[config.mk]
export PLATFORM = sky130hd
export DESIGN_NAME = strobe_ring_fifo
export DESIGN_NICKNAME = d
export VERILOG_FILES = /design/src/rtl/strobe_ring_fifo_pkg.sv /design/src/rtl/strobe_sync.sv /design/src/rtl/ring_ptr.sv /design/src/rtl/ptr_compare.sv /design/src/rtl/fifo_store.sv /design/src/rtl/strobe_ring_fifo.sv
export SDC_FILE = /design/constraint.sdc
export NUM_CORES = 1
export LEC_CHECK = 0
export BUFFER_PORTS_ARGS = -buffer_cell sky130_fd_sc_hd__buf_2
export CORE_MARGIN = 2
export CORE_UTILIZATION = 26
export DETAILED_ROUTE_END_ITERATION = 10
export PLACE_DENSITY = 0.47
export RECOVER_POWER = 25
export SLEW_MARGIN = 0
export SYNTH_ARGS = -nofsm -noshare
export SYNTH_HDL_FRONTEND = slang
export SYNTH_SLANG_ARGS = --single-unit
[constraint.sdc]
create_clock -name clk -period 2.4 [get_ports clk]
set_input_delay 0.36 -clock clk [delete_from_list [all_inputs] [get_ports clk]]
set_output_delay 0.36 -clock clk [all_outputs]
set_load 0.05 [all_outputs]
[src/rtl/strobe_ring_fifo_pkg.sv]
`timescale 1ns/1ps
package strobe_ring_fifo_pkg;
  localparam int unsigned DEF_DEPTH = 16;
  localparam int unsigned DEF_WIDTH = 4;

  // operations accepted in one cycle after full/empty gating
  typedef struct packed {
    logic wr;
    logic rd;
  } fifo_ops_t;
endpackage

[src/rtl/strobe_sync.sv]
`timescale 1ns/1ps
module strobe_sync #(
  parameter logic IDLE = 1'b0
) (
  input  logic clk,
  input  logic rst,
  input  logic strobe,
  output logic lvl,
  output logic evt
);
  logic s1, s2, s3;

  always_ff @(posedge clk) begin
    if (rst) begin
      s1 <= IDLE;
      s2 <= IDLE;
      s3 <= IDLE;
    end else begin
      s1 <= strobe;
      s2 <= s1;
      s3 <= s2;
    end
  end

  assign lvl = s2;
  // act when the strobe returns to its resting level
  assign evt = (s2 == IDLE) && (s3 != IDLE);

  AST_ONE_PULSE: assert property (@(posedge clk) disable iff (rst)
    evt |=> !evt);
endmodule

[src/rtl/ring_ptr.sv]
`timescale 1ns/1ps
module ring_ptr #(
  parameter int unsigned DEPTH = 16
) (
  input  logic             clk,
  input  logic             rst,
  input  logic             clr,
  input  logic             adv,
  output logic [DEPTH-1:0] ptr,
  output logic [DEPTH-1:0] nxt
);
  localparam logic [DEPTH-1:0] START = DEPTH'(1);

  assign nxt = {ptr[DEPTH-2:0], ptr[DEPTH-1]};

  always_ff @(posedge clk) begin
    if (rst || clr) ptr <= START;
    else if (adv)   ptr <= nxt;
  end

  AST_ONE_HOT: assert property (@(posedge clk) disable iff (rst)
    $countones(ptr) == 1);
endmodule

[src/rtl/ptr_compare.sv]
`timescale 1ns/1ps
module ptr_compare #(
  parameter int unsigned DEPTH = 16
) (
  input  logic             clk,
  input  logic             rst,
  input  logic             clr,
  input  logic             we,
  input  logic             re,
  input  logic [DEPTH-1:0] wr_ptr,
  input  logic [DEPTH-1:0] wr_nxt,
  input  logic [DEPTH-1:0] rd_ptr,
  input  logic [DEPTH-1:0] rd_nxt,
  output logic             full,
  output logic             empty
);
  always_ff @(posedge clk) begin
    if (rst || clr) begin
      full  <= 1'b0;
      empty <= 1'b1;
    end else if (we && !re) begin
      empty <= 1'b0;
      full  <= (wr_nxt == rd_ptr);
    end else if (re && !we) begin
      full  <= 1'b0;
      empty <= (rd_nxt == wr_ptr);
    end
  end

  AST_EQ_PTRS: assert property (@(posedge clk) disable iff (rst)
    (wr_ptr == rd_ptr) == (full || empty));
  AST_NOT_BOTH: assert property (@(posedge clk) disable iff (rst)
    !(full && empty));
endmodule

[src/rtl/fifo_store.sv]
`timescale 1ns/1ps
module fifo_store #(
  parameter int unsigned DEPTH = 16,
  parameter int unsigned WIDTH = 4
) (
  input  logic             clk,
  input  logic             we,
  input  logic [DEPTH-1:0] wsel,
  input  logic [DEPTH-1:0] rsel,
  input  logic [WIDTH-1:0] wdata,
  output logic [WIDTH-1:0] rdata
);
  logic [WIDTH-1:0] mem [DEPTH];

  for (genvar i = 0; i < DEPTH; i++) begin : g_word
    always_ff @(posedge clk) begin
      if (we && wsel[i]) mem[i] <= wdata;
    end
  end

  always_comb begin
    rdata = '0;
    for (int i = 0; i < DEPTH; i++) begin
      rdata = rdata | (mem[i] & {WIDTH{rsel[i]}});
    end
  end
endmodule

[src/rtl/strobe_ring_fifo.sv]
`timescale 1ns/1ps
module strobe_ring_fifo
  import strobe_ring_fifo_pkg::*;
#(
  parameter int unsigned DEPTH = DEF_DEPTH,
  parameter int unsigned WIDTH = DEF_WIDTH
) (
  input  logic             clk,
  input  logic             rst,
  input  logic             clr_n,
  input  logic             load_stb,
  input  logic             unload_stb,
  input  logic             out_en,
  input  logic [WIDTH-1:0] din,
  output logic [WIDTH-1:0] dout,
  output logic             dout_drive,
  output logic             in_rdy,
  output logic             out_rdy
);
  localparam int unsigned CNT_W = $clog2(DEPTH + 1);

  logic             ld_lvl, ld_evt, ul_lvl, ul_evt;
  logic             clr, full, empty;
  fifo_ops_t        ops;
  logic [DEPTH-1:0] wr_ptr, wr_nxt, rd_ptr, rd_nxt;
  logic [WIDTH-1:0] head;
  logic [CNT_W-1:0] occ;

  assign clr = !clr_n;

  strobe_sync #(.IDLE(1'b0)) u_ld_sync (
    .clk(clk), .rst(rst), .strobe(load_stb), .lvl(ld_lvl), .evt(ld_evt));
  strobe_sync #(.IDLE(1'b1)) u_ul_sync (
    .clk(clk), .rst(rst), .strobe(unload_stb), .lvl(ul_lvl), .evt(ul_evt));

  assign ops.wr = ld_evt && !full  && !clr;
  assign ops.rd = ul_evt && !empty && !clr;

  ring_ptr #(.DEPTH(DEPTH)) u_wr_ptr (
    .clk(clk), .rst(rst), .clr(clr), .adv(ops.wr), .ptr(wr_ptr), .nxt(wr_nxt));
  ring_ptr #(.DEPTH(DEPTH)) u_rd_ptr (
    .clk(clk), .rst(rst), .clr(clr), .adv(ops.rd), .ptr(rd_ptr), .nxt(rd_nxt));

  ptr_compare #(.DEPTH(DEPTH)) u_cmp (
    .clk(clk), .rst(rst), .clr(clr), .we(ops.wr), .re(ops.rd),
    .wr_ptr(wr_ptr), .wr_nxt(wr_nxt), .rd_ptr(rd_ptr), .rd_nxt(rd_nxt),
    .full(full), .empty(empty));

  fifo_store #(.DEPTH(DEPTH), .WIDTH(WIDTH)) u_store (
    .clk(clk), .we(ops.wr), .wsel(wr_ptr), .rsel(rd_ptr),
    .wdata(din), .rdata(head));

  assign in_rdy     = !full && !ld_lvl;
  assign out_rdy    = !empty && ul_lvl;
  assign dout_drive = out_en;
  assign dout       = out_en ? head : '0;

  // occupancy shadow, used only as a cross-check of the pointer flags
  always_ff @(posedge clk) begin
    if (rst || clr) occ <= '0;
    else            occ <= occ + CNT_W'(ops.wr) - CNT_W'(ops.rd);
  end

  AST_NO_OVERFLOW: assert property (@(posedge clk) disable iff (rst)
    (occ <= CNT_W'(DEPTH)) && (full == (occ == CNT_W'(DEPTH))));
  AST_EMPTY_MATCH: assert property (@(posedge clk) disable iff (rst)
    empty == (occ == '0));
  AST_FULL_BLOCK: assert property (@(posedge clk) disable iff (rst)
    (full && ld_evt && !ul_evt && clr_n) |=> $stable(wr_ptr));
  AST_EMPTY_BLOCK: assert property (@(posedge clk) disable iff (rst)
    (empty && ul_evt && !ld_evt && clr_n) |=> $stable(rd_ptr));
  AST_CLEAR_FLAGS: assert property (@(posedge clk) disable iff (rst)
    !clr_n |=> (!out_rdy && wr_ptr == rd_ptr));
  AST_BOTH_OPS: assert property (@(posedge clk) disable iff (rst)
    (ld_evt && ul_evt && !full && !empty && clr_n) |=> $stable(occ));
endmodule

-- Yosys cells after proc, flatten, opt, wreduce, memory -nomap -nowiden
Memories as Yosys holds them, arrays and structs flattened.
Cells that the tools add are included.
- latch bits: 0
- input bits: 10
- bits in registers: 40
- ROM bits: 0
- bits in writable memories: 64
- memories kept: 1
- output and inout bits: 7
- memories (name ; depth ; width ; rd ports ; clocked after Yosys merged registers in ; write ports ; RTL line ; source):
    u_store.mem ; 16 ; 4 ; 16 ; 0 ; 16 ; fifo_store.sv:13 ; logic [WIDTH-1:0] mem [DEPTH];
- $mul: 0
- eq/ne operators: 2
- div/mod/pow operators: 0
- multiplexer cells: 37
- shifts and indexed selects: 0
- order comparisons: 0
- reductions and logical operators: 34
- bitwise logic cells: 33
- add/sub/neg operators: 0
- operators by type and width (cell ; count):
    bitwise AND 4 bit ; 16
    bitwise OR 4 bit ; 15
    2-to-1 mux 1 bit ; 36
    equality test 16 bit ; 2
    logical AND 1 bit ; 26
    zero test 1 bit ; 6
    2-to-1 mux 4 bit ; 1
    NOT 1 bit ; 2
    nonzero test 2 bit ; 1
    logical OR 1 bit ; 1

-- Logic depth before layout (Yosys ltp)
Gate-level depths: netlist of run 1.
- depth in word-level cells: 17
- gate-level depth with buffers: 9
- mapped depth without buffers: 7

-- Cells and area by module
Synthesis of run 1 repeated with hierarchy kept, for this count alone.
- cells, all modules: 333
- area total of the unflattened synthesis: 4448.0 um2
- by module, submodules not included (module ; seq. area each (um2) ; area each (um2) ; instances ; cells an instance):
    fifo_store ; 1921.8 ; 2349.8 ; 1 ; 117
    ring_ptr ; 320.3 ; 709.4 ; 2 ; 69
    ptr_compare ; 40.0 ; 442.9 ; 1 ; 54
    strobe_sync (u_ld_sync) ; 60.1 ; 87.6 ; 1 ; 7
    strobe_sync (u_ul_sync) ; 60.1 ; 85.1 ; 1 ; 7
    strobe_ring_fifo ; 0.0 ; 63.8 ; 1 ; 10

-- Worst setup path after synthesis of run 1
OpenSTA, ideal clock, no wires.
- kind: register to register
- from: register u_cmp.full
- to: register u_cmp.full
- stages on the path, launching flop included: 9
- arrival: 1961 ps
- setup slack: 370 ps
- clock period less this slack: 2030 ps
- required time: 2331 ps
- library setup time: 69 ps
- cells stage by stage: dfxtp_1 -> nor2_2 -> nand3_4 -> inv_4 -> buf_6 -> ha_1 -> nor4b_2 -> nand4_1 -> o21ai_1
- word-level cells in the longest chain between the ends: 6
- RTL lines (what ; RTL line ; source):
    start: declaration ; ptr_compare.sv:14 ; output logic full,
    start signal: assignment ; ptr_compare.sv:23 ; full <= (wr_nxt == rd_ptr);
    zero test 1 bit (*) ; strobe_ring_fifo.sv:36 ; assign ops.wr = ld_evt && !full && !clr;
    logical AND 1 bit (*) (2 in series) ; strobe_ring_fifo.sv:36 ;
    named net u_cmp.we ; ptr_compare.sv:8 ; input logic we,
    zero test 1 bit ; ptr_compare.sv:24 ; end else if (re && !we) begin
    logical AND 1 bit ; ptr_compare.sv:24 ;
    nonzero test 2 bit (no line) ; - ;
The timed path passes the listed nets; every way through them passes the cells marked *.
A chain may end at the register's enable or synchronous reset.

-- Worst setup path in the final report of run 1
- from: register u_rd_ptr.ptr[1]
- to: output dout[0]
- word-level cells in the longest chain between the ends: 17
- RTL lines (what ; RTL line ; source):
    start: declaration ; ring_ptr.sv:9 ; output logic [DEPTH-1:0] ptr,
    start signal: assignment ; ring_ptr.sv:18 ; else if (adv) ptr <= nxt;
    bitwise AND 4 bit ; fifo_store.sv:24 ; rdata = rdata | (mem[i] & {WIDTH{rsel[i]}});
    bitwise OR 4 bit (15 in series) ; fifo_store.sv:24 ;
    2-to-1 mux 4 bit ; strobe_ring_fifo.sv:56 ; assign dout = out_en ? head : '0;
    end: declaration ; strobe_ring_fifo.sv:15 ; output logic [WIDTH-1:0] dout,
Every way passes these cells.

==> impl_results.md, run 1 <==
* Outcome: finished, final reports clean
* Max-slew violations at 0
* Synth area leaders: edfxtp_1 45%, dfxtp_1 19%, nand2_1 5.4%
* Slew margin rel. at a little under half
* Core area at 0.0160 mm2
* Clock Pin Slew Worst Setup and Hold Paths at 70 ps
* Antenna-violating nets left at 0
* Port bufs at 16
* Share of cells above drive strength 1 at 14.1%
* Tot Pwr at 3.50 mW
* Setup TNS at 0 ps
* VDD IR max at between 0.3 and 0.4 mV
* Total die area at between 0.015 and 0.02 mm2
* Top-count cell post-synth: edfxtp_1
* WS Path Type: reg2out
* Root buffer cell: clkbuf_16
* Top cell type's share of synthesized area at 44.9%
* Worst Hold Class: in2reg
* Async set or reset register ratio after synthesis at 0%
* Clk_lat worst skew at 350 ps
* Dominant cell type by area after synthesis: edfxtp_1
* #FFs+latches synth at 104
* Commonest cells in the netlist: 64 x edfxtp_1, 62 x nand2_1, 40 x dfxtp_1
* Std-Cell Rows at 46
* Height of the chip at 132 um
* Largest net degree at the start of global routing at 20
* Synth cell types at 37
* Placed cell area at 0.00446 mm2
* Worst Setup End Kind: output port
* Worst-Margin Slew at approximately 800 ps
* Final hold slack at 191 ps
* Fin crit share at 95.8%
* Vias in the first global route at 2,577
* Nets at 367
* Final core occ at 29.8%
* Crit path DAT at 1940 ps
* Initial DRC count at 178
* Final Wtd Congestion at just over 0.8
* Req. time, crit path at ~2000 ps
* Initial antenna violation count at 0
* Post-synthesis sequential area ratio at approximately 64%
* Area Growth Syn to Fin at 11.4%
* RSZ-0062 raised after global routing: no
* Post-synth design cell area at approximately 0.0043 mm2
* Element type at the critical path start: flip-flop
* Cell leakage power at 1.69 nW
* First-pass GRT wire length at 16.0 mm
* Most used DFF post-synth: edfxtp_1
* CTS Buf Count at 9
* Max cap viols at 0
* Antenna diodes at 0
* CTS tree: done
* Hpwl dp at 7.18 mm
* Remaining Overflow, GRT at 0
* CTS Sinks at about 100
* Post-Route WL at 10.2 mm
* Vias post-DR at 2,597
* Setup Fix Bufs, Post-CTS at 0
* # DRC at 0
* Vias/cell at 4.50
* Min Tclk post-route at 2300 ps
* DR WL/cell at 17.7 um
* Syn Area/Cell at 12.4 um2
* Initial Util at 26.8%
* DIE WIDTH at 132 um
* Clock skew at 10.2 ps
* Fin. Hold Viols at 0
* Syn Inst Count at 346
* DRT Pass-1 Iters at 5
* I/O pin count at 17
* EDFF count, synth at 64
* Final setup viols at 0
* Synth warnings at 0
* Design Area, Final at 0.00477 mm2
* Gr usage total at 12.2%
* Clk buf depth at 2
* Max Fclk at ~430 MHz
* Pwr dens at 733 mW/mm2
* H-tree depth at 3
* Post-synthesis net count at between 300 and 400
* Crit Path Max Fanout at 8
[routing by layer]
metal  wire length, um  GRT usage, %  share of wire, %
met5                 0             0                 0
met4               216          5.68               2.1
met3               399          1.38               3.9
met2              4810          18.9                47
met1              4770          17.0                47
[where the power goes]
part | internal [mW] | total [mW] | switching, mW | leakage [nW]
logic | 0.0162 | 0.0700 | 0.0538 | 0.632
clock network | 0.833 | 1.53 | 0.696 | 0.156
registers | 1.90 | 1.90 | 0.00202 | 0.899
[sequential cells by signal, summed over array words and instances, names as in the netlist]
name,flops
u_ul_sync.lvl,1
u_cmp.empty,1
u_wr_ptr.ptr,16
u_ld_sync.s1,1
u_rd_ptr.ptr,16
u_ld_sync.lvl,1
u_cmp.full,1
u_ld_sync.s3,1
u_store.mem,64
u_ul_sync.s3,1
u_ul_sync.s1,1
[metrics by stage]
step	instances	setup WS, ps
global route	577	19.9
detailed placement	561	467
CTS	577	74.5
finish	577	101
global placement	561	513
floorplan	346	370
[cell usage in the layout, fill, tap and decap left out, types with 9 or more instances in the layout]
cell type  synthesis  layout
edfxtp_1          64      64
nand2_1           62      62
inv_1             15      15
a21oi_1           28      28
dfxtp_1           40      39
xnor2_1           18      18
nand3_1           12      12
buf_2              8      11
a22oi_1           16      16
xor2_1            14      14
buf_4              2       9
clkbuf_16          0       9
[worst max-delay path: stages (launching register included)]
cell	delay [ps]
dfxtp_1	460
a22o_1	280
a221oi_1	270
nand3_1	170
o21a_1	200
buf_2	200
[repair_timing]
action | in CTS | in global routing
endpoints found under the setup margin | 0 | 1
gates resized for setup | 0 | 1
hold buffers | 0 | 0
[cell type report]
class | instances | area [um2]
clock buffers | 9 | 225
clock inverters | 7 | 87.6
fillers | 1648 | 11200
inverters | 17 | 73.8
multi-input cells | 199 | 1250
flip-flops and latches | 104 | 2720
well taps | 216 | 270
repair buffers | 25 | 141
[kinds of logic (layout without fill, tap and decap cells)]
kind of cell	Yosys count	in the layout	synth area share (%)
AOI/OAI and AO/OA	69	69	11.5
xor gates and xnor gates	32	32	6.55
adders and majority gates	1	1	0.292
buffers and inverters	43	58	7.25
DFF	104	104	63.6
and+or+nand+nor	97	97	10.9
[path summary, 6_finish.rpt]
check | startpoint | to | slack [ps] | cells after the start
setup reg to reg | u_cmp.full$_SDFFE_PP0P_ | u_cmp.full$_SDFFE_PP0P_ | 510 | 7
hold / removal | unload_stb | u_ul_sync.s1$_SDFF_PP1_ | 190 | 2
setup / recovery | u_rd_ptr.ptr[1]$_SDFFE_PP0P_ | dout[0] | 100 | 5
hold reg to reg | u_ul_sync.s1$_SDFF_PP1_ | u_ul_sync.lvl$_SDFF_PP1_ | 410 | 1
Power figures use the tool's default switching activity.
==> run 2: changes to the inputs <==
Settings changed: ABC_AREA set to 1.
==> run 2 against run 1 <==
  * Wire length is 3.8% higher
  * Cell count up 20%
  * Sequential cell count is the same
  * Non-clock buffer count fell by 5
  * Critical path depth unchanged
  * Combinational power up 20%
  * Final area rose by 4.6%
  * Maximum frequency increased by 6.1%
  * Total power up 3.9%
  * Global-route usage increased by 0.45 points
  * Clock skew down 5.2 ps
==> impl_results.md, run 2 <==
* Min Tclk post-route at 2170 ps (was 2300 ps)
* Commonest non-fill, non-tap cell in the layout: nand2_1 (was edfxtp_1)
* DIE WIDTH at 134 um (was 132 um)
* Worst-Margin Slew at 859 ps (was 805 ps)
* Worst Hold Class: in2reg (unchanged)
* Nets at 476 (was 367)
* Pint at 2.93 mW (was 2.75 mW)
* Power share of the combinational group at 2.3% (was 2.0%)
* Dominant cell type by area after synthesis: edfxtp_1 (unchanged)
* Antenna diodes at 0 (unchanged)
* Share of cells above drive strength 1 at 11.5% (was 14.1%)
* Reg-to-Reg Start: u_cmp.full$_SDFFE_PP0P_ (unchanged)
* Root buffer cell: clkbuf_16 (unchanged)
* Cell chain of the critical path: nand2_1, nand3_1, nor3_1, a31oi_1, buf_2 (was a22o_1, a221oi_1, nand3_1, o21a_1, buf_2)
* Top-count cell post-synth: nand2_1 (was edfxtp_1)
* VDD IR max at 0.387 mV (was 0.305 mV)
* Critical path depth at 5 (unchanged)
* Hold buffer count at cts at 0 (unchanged)
* EDFF count, synth at 64 (unchanged)
* Net Sw Power at 700 uW (was 752 uW)
* Std-Cell Rows at 47 (was 46)
* Clock Pin Slew Worst Setup and Hold Paths at 70 ps (about the same)
* Vias in the first global route at 3,016 (was 2,577)
* Slack of the critical path at 233 ps (was 101 ps)
* Largest net degree at the start of global routing at 33 (was 20)
* Initial Util at 26.6% (was 26.8%)
* Element type at the critical path start: flip-flop (unchanged)
* Final core occ at 30.1% (was 29.8%)
* Vias/cell at 4.31 (was 4.50)
* Req. time, crit path at 2040 ps (about the same)
* CP peak stage delay at 480 ps (was 460 ps)
* # DRC at 0 (unchanged)
* Fill count at 1,771 (was 1,648)
* FF+latch area at 0.00272 mm2 (about the same)
* Slew margin rel. at 42.7% (was 46.4%)
* I/O pin count at 17 (unchanged)
* Most frequent cells in the layout: 131 x nand2_1, 64 x edfxtp_1, 50 x nor2_1 (was 64 x edfxtp_1, 62 x nand2_1, 39 x dfxtp_1)
* Fin. Hold Viols at 0 (unchanged)
* Crit path DAT at 1810 ps (was 1940 ps)
* Synth cell types at 29 (was 37)
* CTS tree: done (unchanged)
* DR WL/cell at 15.3 um (was 17.7 um)
* CTS Sinks at 104 (unchanged)
* Most used DFF post-synth: edfxtp_1 (unchanged)
* Design Area, Final at 0.00499 mm2 (was 0.00477 mm2)
* Synth warnings at 0 (unchanged)
* Initial DRC count at 278 (was 178)
* Vias post-DR at 2,973 (was 2,597)
* Final setup viols at 0 (unchanged)
* Top cell type's share of synthesized area at 43.6% (was 44.9%)
* Clock skew at 4.97 ps (was 10.2 ps)
* Total die area at 0.0180 mm2 (was 0.0175 mm2)
* Post-synthesis net count at 468 (was 357)
* Pwr dens at 728 mW/mm2 (was 733 mW/mm2)
* Final Wtd Congestion at 0.822 (was 0.807)
* Gr usage total at 12.6% (was 12.2%)
* Remaining Overflow, GRT at 0 (unchanged)
* Post-synth design cell area at 0.00440 mm2 (was 0.00428 mm2)
* Post-cts sizing count at 0 (unchanged)
* Clk buf depth at 2 (unchanged)
* Port bufs at 16 (unchanged)
* Cell leakage power at 1.76 nW (was 1.69 nW)
* Sw frac at 19.3% (was 21.5%)
* Multi-input gate area in the final layout at 0.00138 mm2 (was 0.00125 mm2)
* CP delay by family, top: simple AND/OR/NAND/NOR gates (was compound AO/OA/AOI/OAI gates)
* Tot Pwr at 3.63 mW (was 3.50 mW)
* Max-slew violations at 0 (unchanged)
* Fin crit share at 90.3% (was 95.8%)
* Worst Setup End Kind: output port (unchanged)
* CTS Buf Count at 9 (unchanged)
* Max reg flops at 64 (unchanged)
* Core area at 0.0166 mm2 (was 0.0160 mm2)
* H-tree depth at 3 (unchanged)
* Syn Area/Cell at 9.64 um2 (was 12.4 um2)
* Post-place setup slack at 616 ps (was 467 ps)
* Hpwl dp at 7.55 mm (was 7.18 mm)
* Buf/Inv on CP at 1 (unchanged)
* Critical path startpoint: u_rd_ptr.ptr[13]$_SDFFE_PP0P_ (was u_rd_ptr.ptr[1]$_SDFFE_PP0P_)
* Syn Inst Count at 457 (was 346)
* Post-synthesis sequential area ratio at 61.8% (was 63.6%)
* Non-filler cells, final at 690 (was 577)
* #FFs+latches synth at 104 (unchanged)
* Placed cell area at 0.00466 mm2 (was 0.00446 mm2)
* Regs by FF count: u_store.mem x64, u_rd_ptr.ptr x16, u_wr_ptr.ptr x16 (unchanged)
* Max Fclk at 461 MHz (was 435 MHz)
* Clock power share at 45.4% (was 43.7%)
* Setup Fix Bufs, Post-CTS at 0 (unchanged)
* DRT Pass-1 Iters at 4 (was 5)
* Outcome: finished, final reports clean (unchanged)
* Antenna-violating nets left at 0 (unchanged)
* Hold wc startpoint: unload_stb (unchanged)
* Async set or reset register ratio after synthesis at 0% (unchanged)
* Setup TNS at 0 ps (unchanged)
* Crit Path Max Fanout at 8 (unchanged)
* Area Growth Syn to Fin at 13.3% (was 11.4%)
* R2R depth at 10 (was 7)
* Synth area leaders: edfxtp_1 44%, dfxtp_1 18%, nand2_1 11% (was edfxtp_1 45%, dfxtp_1 19%, nand2_1 5.4%)
* WS Path Type: reg2out (unchanged)
* Final hold slack at 195 ps (was 191 ps)
* First-pass GRT wire length at 16.9 mm (was 16.0 mm)
* RSZ-0062 raised after global routing: no (unchanged)
* Post-Route WL at 10.6 mm (was 10.2 mm)
* Height of the chip at 134 um (was 132 um)
* Seq pwr share at 52.3% (was 54.3%)
* Cell count of the worst hold path at 2 (unchanged)
* Commonest cells in the netlist: 131 x nand2_1, 64 x edfxtp_1, 50 x nor2_1 (was 64 x edfxtp_1, 62 x nand2_1, 40 x dfxtp_1)
* Reg with most FFs: u_store.mem (unchanged)
* Max cap viols at 0 (unchanged)
* Dpl cells at 674 (was 561)
* Initial antenna violation count at 0 (unchanged)
* Clk_lat worst skew at 350 ps (about the same)
* Crit path max-delay cell type: nor3_1 (was dfxtp_1)
==> run 2: power by group through the flow <==
stage                     sequential [mW]  combinational (mW)  clock (mW)
after floorplan                      1.94              0.0448           0
after global placement               1.94              0.0873           0
after detailed placement             1.94              0.0868           0
after CTS                            1.90              0.0869        1.68
after global routing                 1.90              0.0924        1.75
final                                1.90              0.0837        1.65
==> run 2: final cells by class <==
type                    count  share of cell area, %
multi-input cells         288                   27.6
clock buffers              10                   4.59
inverters                  42                   3.21
flip-flops and latches    104                   54.6
clock inverters             6                   2.16
well taps                 220                   5.52
repair buffers             20                   2.33
==> run 2: worst paths after layout <==
path                                            endpoint  slack [ps]
worst max-delay path                             dout[2]         230
worst min-delay path             u_ul_sync.s1$_SDFF_PP1_         190
worst max register to register  u_cmp.empty$_SDFFE_PP1P_         640
worst min register to register  u_ld_sync.lvl$_SDFF_PP0_         390
==> run 2: logic make-up (layout without fill, tap and decap cells) <==
kind of cell | Yosys count | in the layout | share of synthesized area, %
simple gates | 219 | 219 | 21.7
flops | 104 | 104 | 61.8
compound gates | 65 | 65 | 8.72
buf+inv | 65 | 78 | 6.90
xor+xnor | 3 | 3 | 0.597
fa+ha+maj | 1 | 1 | 0.284
==> run 2: routing by layer <==
| layer | wire length [um] | track usage (%) |
|---|---|---|
| met3 | 516 | 3.10 |
| met4 | 121 | 3.57 |
| met2 | 4950 | 19.9 |
| met1 | 5000 | 17.3 |
| met5 | 0 | 0 |
==> run 3: changes to the inputs <==
Settings changed: CORE_UTILIZATION 26 to 43, PLACE_DENSITY 0.47 to 0.66.
==> run 3 against run 2 <==
  * Setup slack lost 44 ps
  * Total power shrank 16%
  * Cell count shrank 13%
  * Largest power group unchanged
  * Die area shrank 38%
  * Maximum frequency shrank 2.0%
  * Count of clock-buffer cells in the layout is the same
  * Final area shrank 5.4%
  * Critical endpoint is now dout[3]
  * Highest routed layer unchanged
  * Critical path type unchanged
  * Utilization grew 18 points
  * Clock power shrank 35%
  * Wire length shrank 8.9%
  * Worst hold slack lost 33 ps
==> impl_results.md, run 3 (synthesized netlist as in run 2, its figures left out) <==
* Outcome: finished, final reports clean (unchanged)
* Min Tclk post-route at 2210 ps (was 2170 ps)
* Max reg flops at 64 (unchanged)
* Post-Route WL at 9.65 mm (was 10.6 mm)
* CTS Buf Count at 9 (unchanged)
* Max layer used: met4 (unchanged)
* Final core occ at 47.9% (was 30.1%)
* WS Path Type: reg2out (unchanged)
* Met2 WL post-DR at 4.58 mm (was 4.95 mm)
* Pwr dens at 648 mW/mm2 (was 728 mW/mm2)
* Hold buffer count at cts at 0 (unchanged)
* R2R depth at 10 (unchanged)
* Req. time, crit path at 2040 ps (about the same)
* Antenna diodes at 0 (unchanged)
* CTS Sinks at 104 (unchanged)
* Setup TNS at 0 ps (unchanged)
* Fin. Hold Viols at 0 (unchanged)
* Reg2reg end: u_cmp.empty$_SDFFE_PP1P_ (unchanged)
* Initial DRC count at 172 (was 278)
* CP delay by family, top: simple AND/OR/NAND/NOR gates (unchanged)
* Most frequent cells in the layout: 131 x nand2_1, 64 x edfxtp_1, 50 x nor2_1 (unchanged)
* M1 WL at 4.43 mm (was 5.00 mm)
* Gr usage total at 18.2% (was 12.6%)
* DR WL/cell at 16.0 um (was 15.3 um)
* Core area at 0.00986 mm2 (was 0.0166 mm2)
* Max Fclk at 452 MHz (was 461 MHz)
* Root buffer cell: clkbuf_8 (was clkbuf_16)
* Post-place setup slack at 647 ps (was 616 ps)
* Share of cells above drive strength 1 at 11.7% (was 11.5%)
* Clock Pin Slew Worst Setup and Hold Paths at 100 ps (was 70 ps)
* Vias/cell at 5.13 (was 4.31)
* Hpwl dp at 6.58 mm (was 7.55 mm)
* Largest net degree at the start of global routing at 33 (unchanged)
* RSZ-0062 raised after global routing: no (unchanged)
* Vias in the first global route at 2,948 (was 3,016)
* Cell leakage power at 1.69 nW (was 1.76 nW)
* Height of the chip at 105 um (was 134 um)
* DIE WIDTH at 105 um (was 134 um)
* Worst Hold Class: in2reg (unchanged)
* CP peak stage delay at 450 ps (was 480 ps)
* Regs by FF count: u_store.mem x64, u_rd_ptr.ptr x16, u_wr_ptr.ptr x16 (unchanged)
* DRT Pass-1 Iters at 5 (was 4)
* Port bufs at 16 (unchanged)
* Slack of the critical path at 188 ps (was 233 ps)
* Max cap viols at 0 (unchanged)
* Initial Util at 44.6% (was 26.6%)
* Area Growth Syn to Fin at 7.19% (was 13.3%)
* Dpl cells at 586 (was 674)
* Critical path depth at 5 (unchanged)
* Non-filler cells, final at 602 (was 690)
* Element type at the critical path start: flip-flop (unchanged)
* Reg with most FFs: u_store.mem (unchanged)
* Final setup viols at 0 (unchanged)
* Commonest non-fill, non-tap cell in the layout: nand2_1 (unchanged)
* Initial antenna violation count at 0 (unchanged)
* Worst-Margin Slew at 802 ps (was 859 ps)
* # DRC at 0 (unchanged)
* Tot Pwr at 3.06 mW (was 3.63 mW)
* Total die area at 0.0111 mm2 (was 0.0180 mm2)
* Max-slew violations at 0 (unchanged)
* Antenna-violating nets left at 0 (unchanged)
* I/O pin count at 17 (unchanged)
* Clk_lat worst skew at 380 ps (was 350 ps)
* CTS tree: done (unchanged)
* Clock skew at 13.2 ps (was 4.97 ps)
* Nets at 475 (was 476)
* Crit Path Max Fanout at 9 (was 8)
* Vias post-DR at 3,087 (was 2,973)
* Std-Cell Rows at 36 (was 47)
* Critical path startpoint: u_rd_ptr.ptr[10]$_SDFFE_PP0P_ (was u_rd_ptr.ptr[13]$_SDFFE_PP0P_)
* H-tree depth at 3 (unchanged)
* Setup Fix Bufs, Post-CTS at 0 (unchanged)
* Slew margin rel. at 46.5% (was 42.7%)
* First-pass GRT wire length at 15.2 mm (was 16.9 mm)
* Met3 routed WL at 534 um (was 516 um)
* Clk buf depth at 2 (unchanged)
* Buf/Inv on CP at 1 (unchanged)
* CP endpoint: dout[3] (was dout[2])
* Crit path DAT at 1850 ps (was 1810 ps)
* Crit path max-delay cell type: nor3_1 (unchanged)
* Cell chain of the critical path: nand2_1, nand3_1, nor3_1, a21oi_1, buf_2 (was nand2_1, nand3_1, nor3_1, a31oi_1, buf_2)
* Reg2reg setup slack at 690 ps (was 640 ps)
* Remaining Overflow, GRT at 0 (unchanged)
* Post-cts sizing count at 0 (unchanged)
* VDD IR max at 0.308 mV (was 0.387 mV)
* Worst Setup End Kind: output port (unchanged)
* Reg-to-Reg Start: u_cmp.full$_SDFFE_PP0P_ (unchanged)
* Fin crit share at 92.1% (was 90.3%)
* Final Wtd Congestion at 0.874 (was 0.822)
==> run 3: cell count changes in the layout (fill, tap and decap cells not counted) <==
cell       delta
buf_12        -1
bufinv_16     -3
clkbuf_8     +10
clkbuf_1      -2
inv_6         +2
buf_2         +1
inv_8         +3
clkinv_2      -2
clkbuf_16     -9
==> run 3: cell type report <==
class                           instances  area (um2)
Clock buffer                           10         138
Inverter                               42         160
Fill cell                             930        5140
Sequential cell                       104        2720
Tap cell                              133         166
Multi-Input combinational cell        288        1380
Clock inverter                          6        58.8
Timing Repair Buffer                   19        97.6
==> run 3: how the worst min path moves through the flow <==
stage,slack [ps],depth (start not counted),to,start
3_3_place_gp,390,2,u_ld_sync.lvl$_SDFF_PP0_,u_ld_sync.s1$_SDFF_PP0_
2_1_floorplan,390,2,u_ld_sync.lvl$_SDFF_PP0_,u_ld_sync.s1$_SDFF_PP0_
4_1_cts,160,2,u_ul_sync.s1$_SDFF_PP1_,unload_stb
5_1_grt,160,2,u_ul_sync.s1$_SDFF_PP1_,unload_stb
3_5_place_dp,400,2,u_ld_sync.lvl$_SDFF_PP0_,u_ld_sync.s1$_SDFF_PP0_
6_report,160,2,u_ul_sync.s1$_SDFF_PP1_,unload_stb
==> run 3: metal layers <==
| layer | vias to the layer above | track usage, % |
|---|---|---|
| li1 | 1519 | - |
| met1 | 1479 | 25.0 |
| met2 | 80 | 29.4 |
| met3 | 9 | 4.12 |
| met4 | 0 | 4.38 |
| met5 | - | 0 |
==> run 3: report_power, final <==
group,switching (mW),leakage [nW],internal (mW)
clock network,0.647,0.0993,0.435
logic,0.0625,0.696,0.0183
registers,0.00239,0.898,1.90
==> run 3: through the flow <==
step / hold slack (ps) / area (um2)
global placement: 391 / 4530
detailed placement: 398 / 4530
global route: 160 / 4720
CTS: 155 / 4730
floorplan: 388 / 4400
finish: 162 / 4720
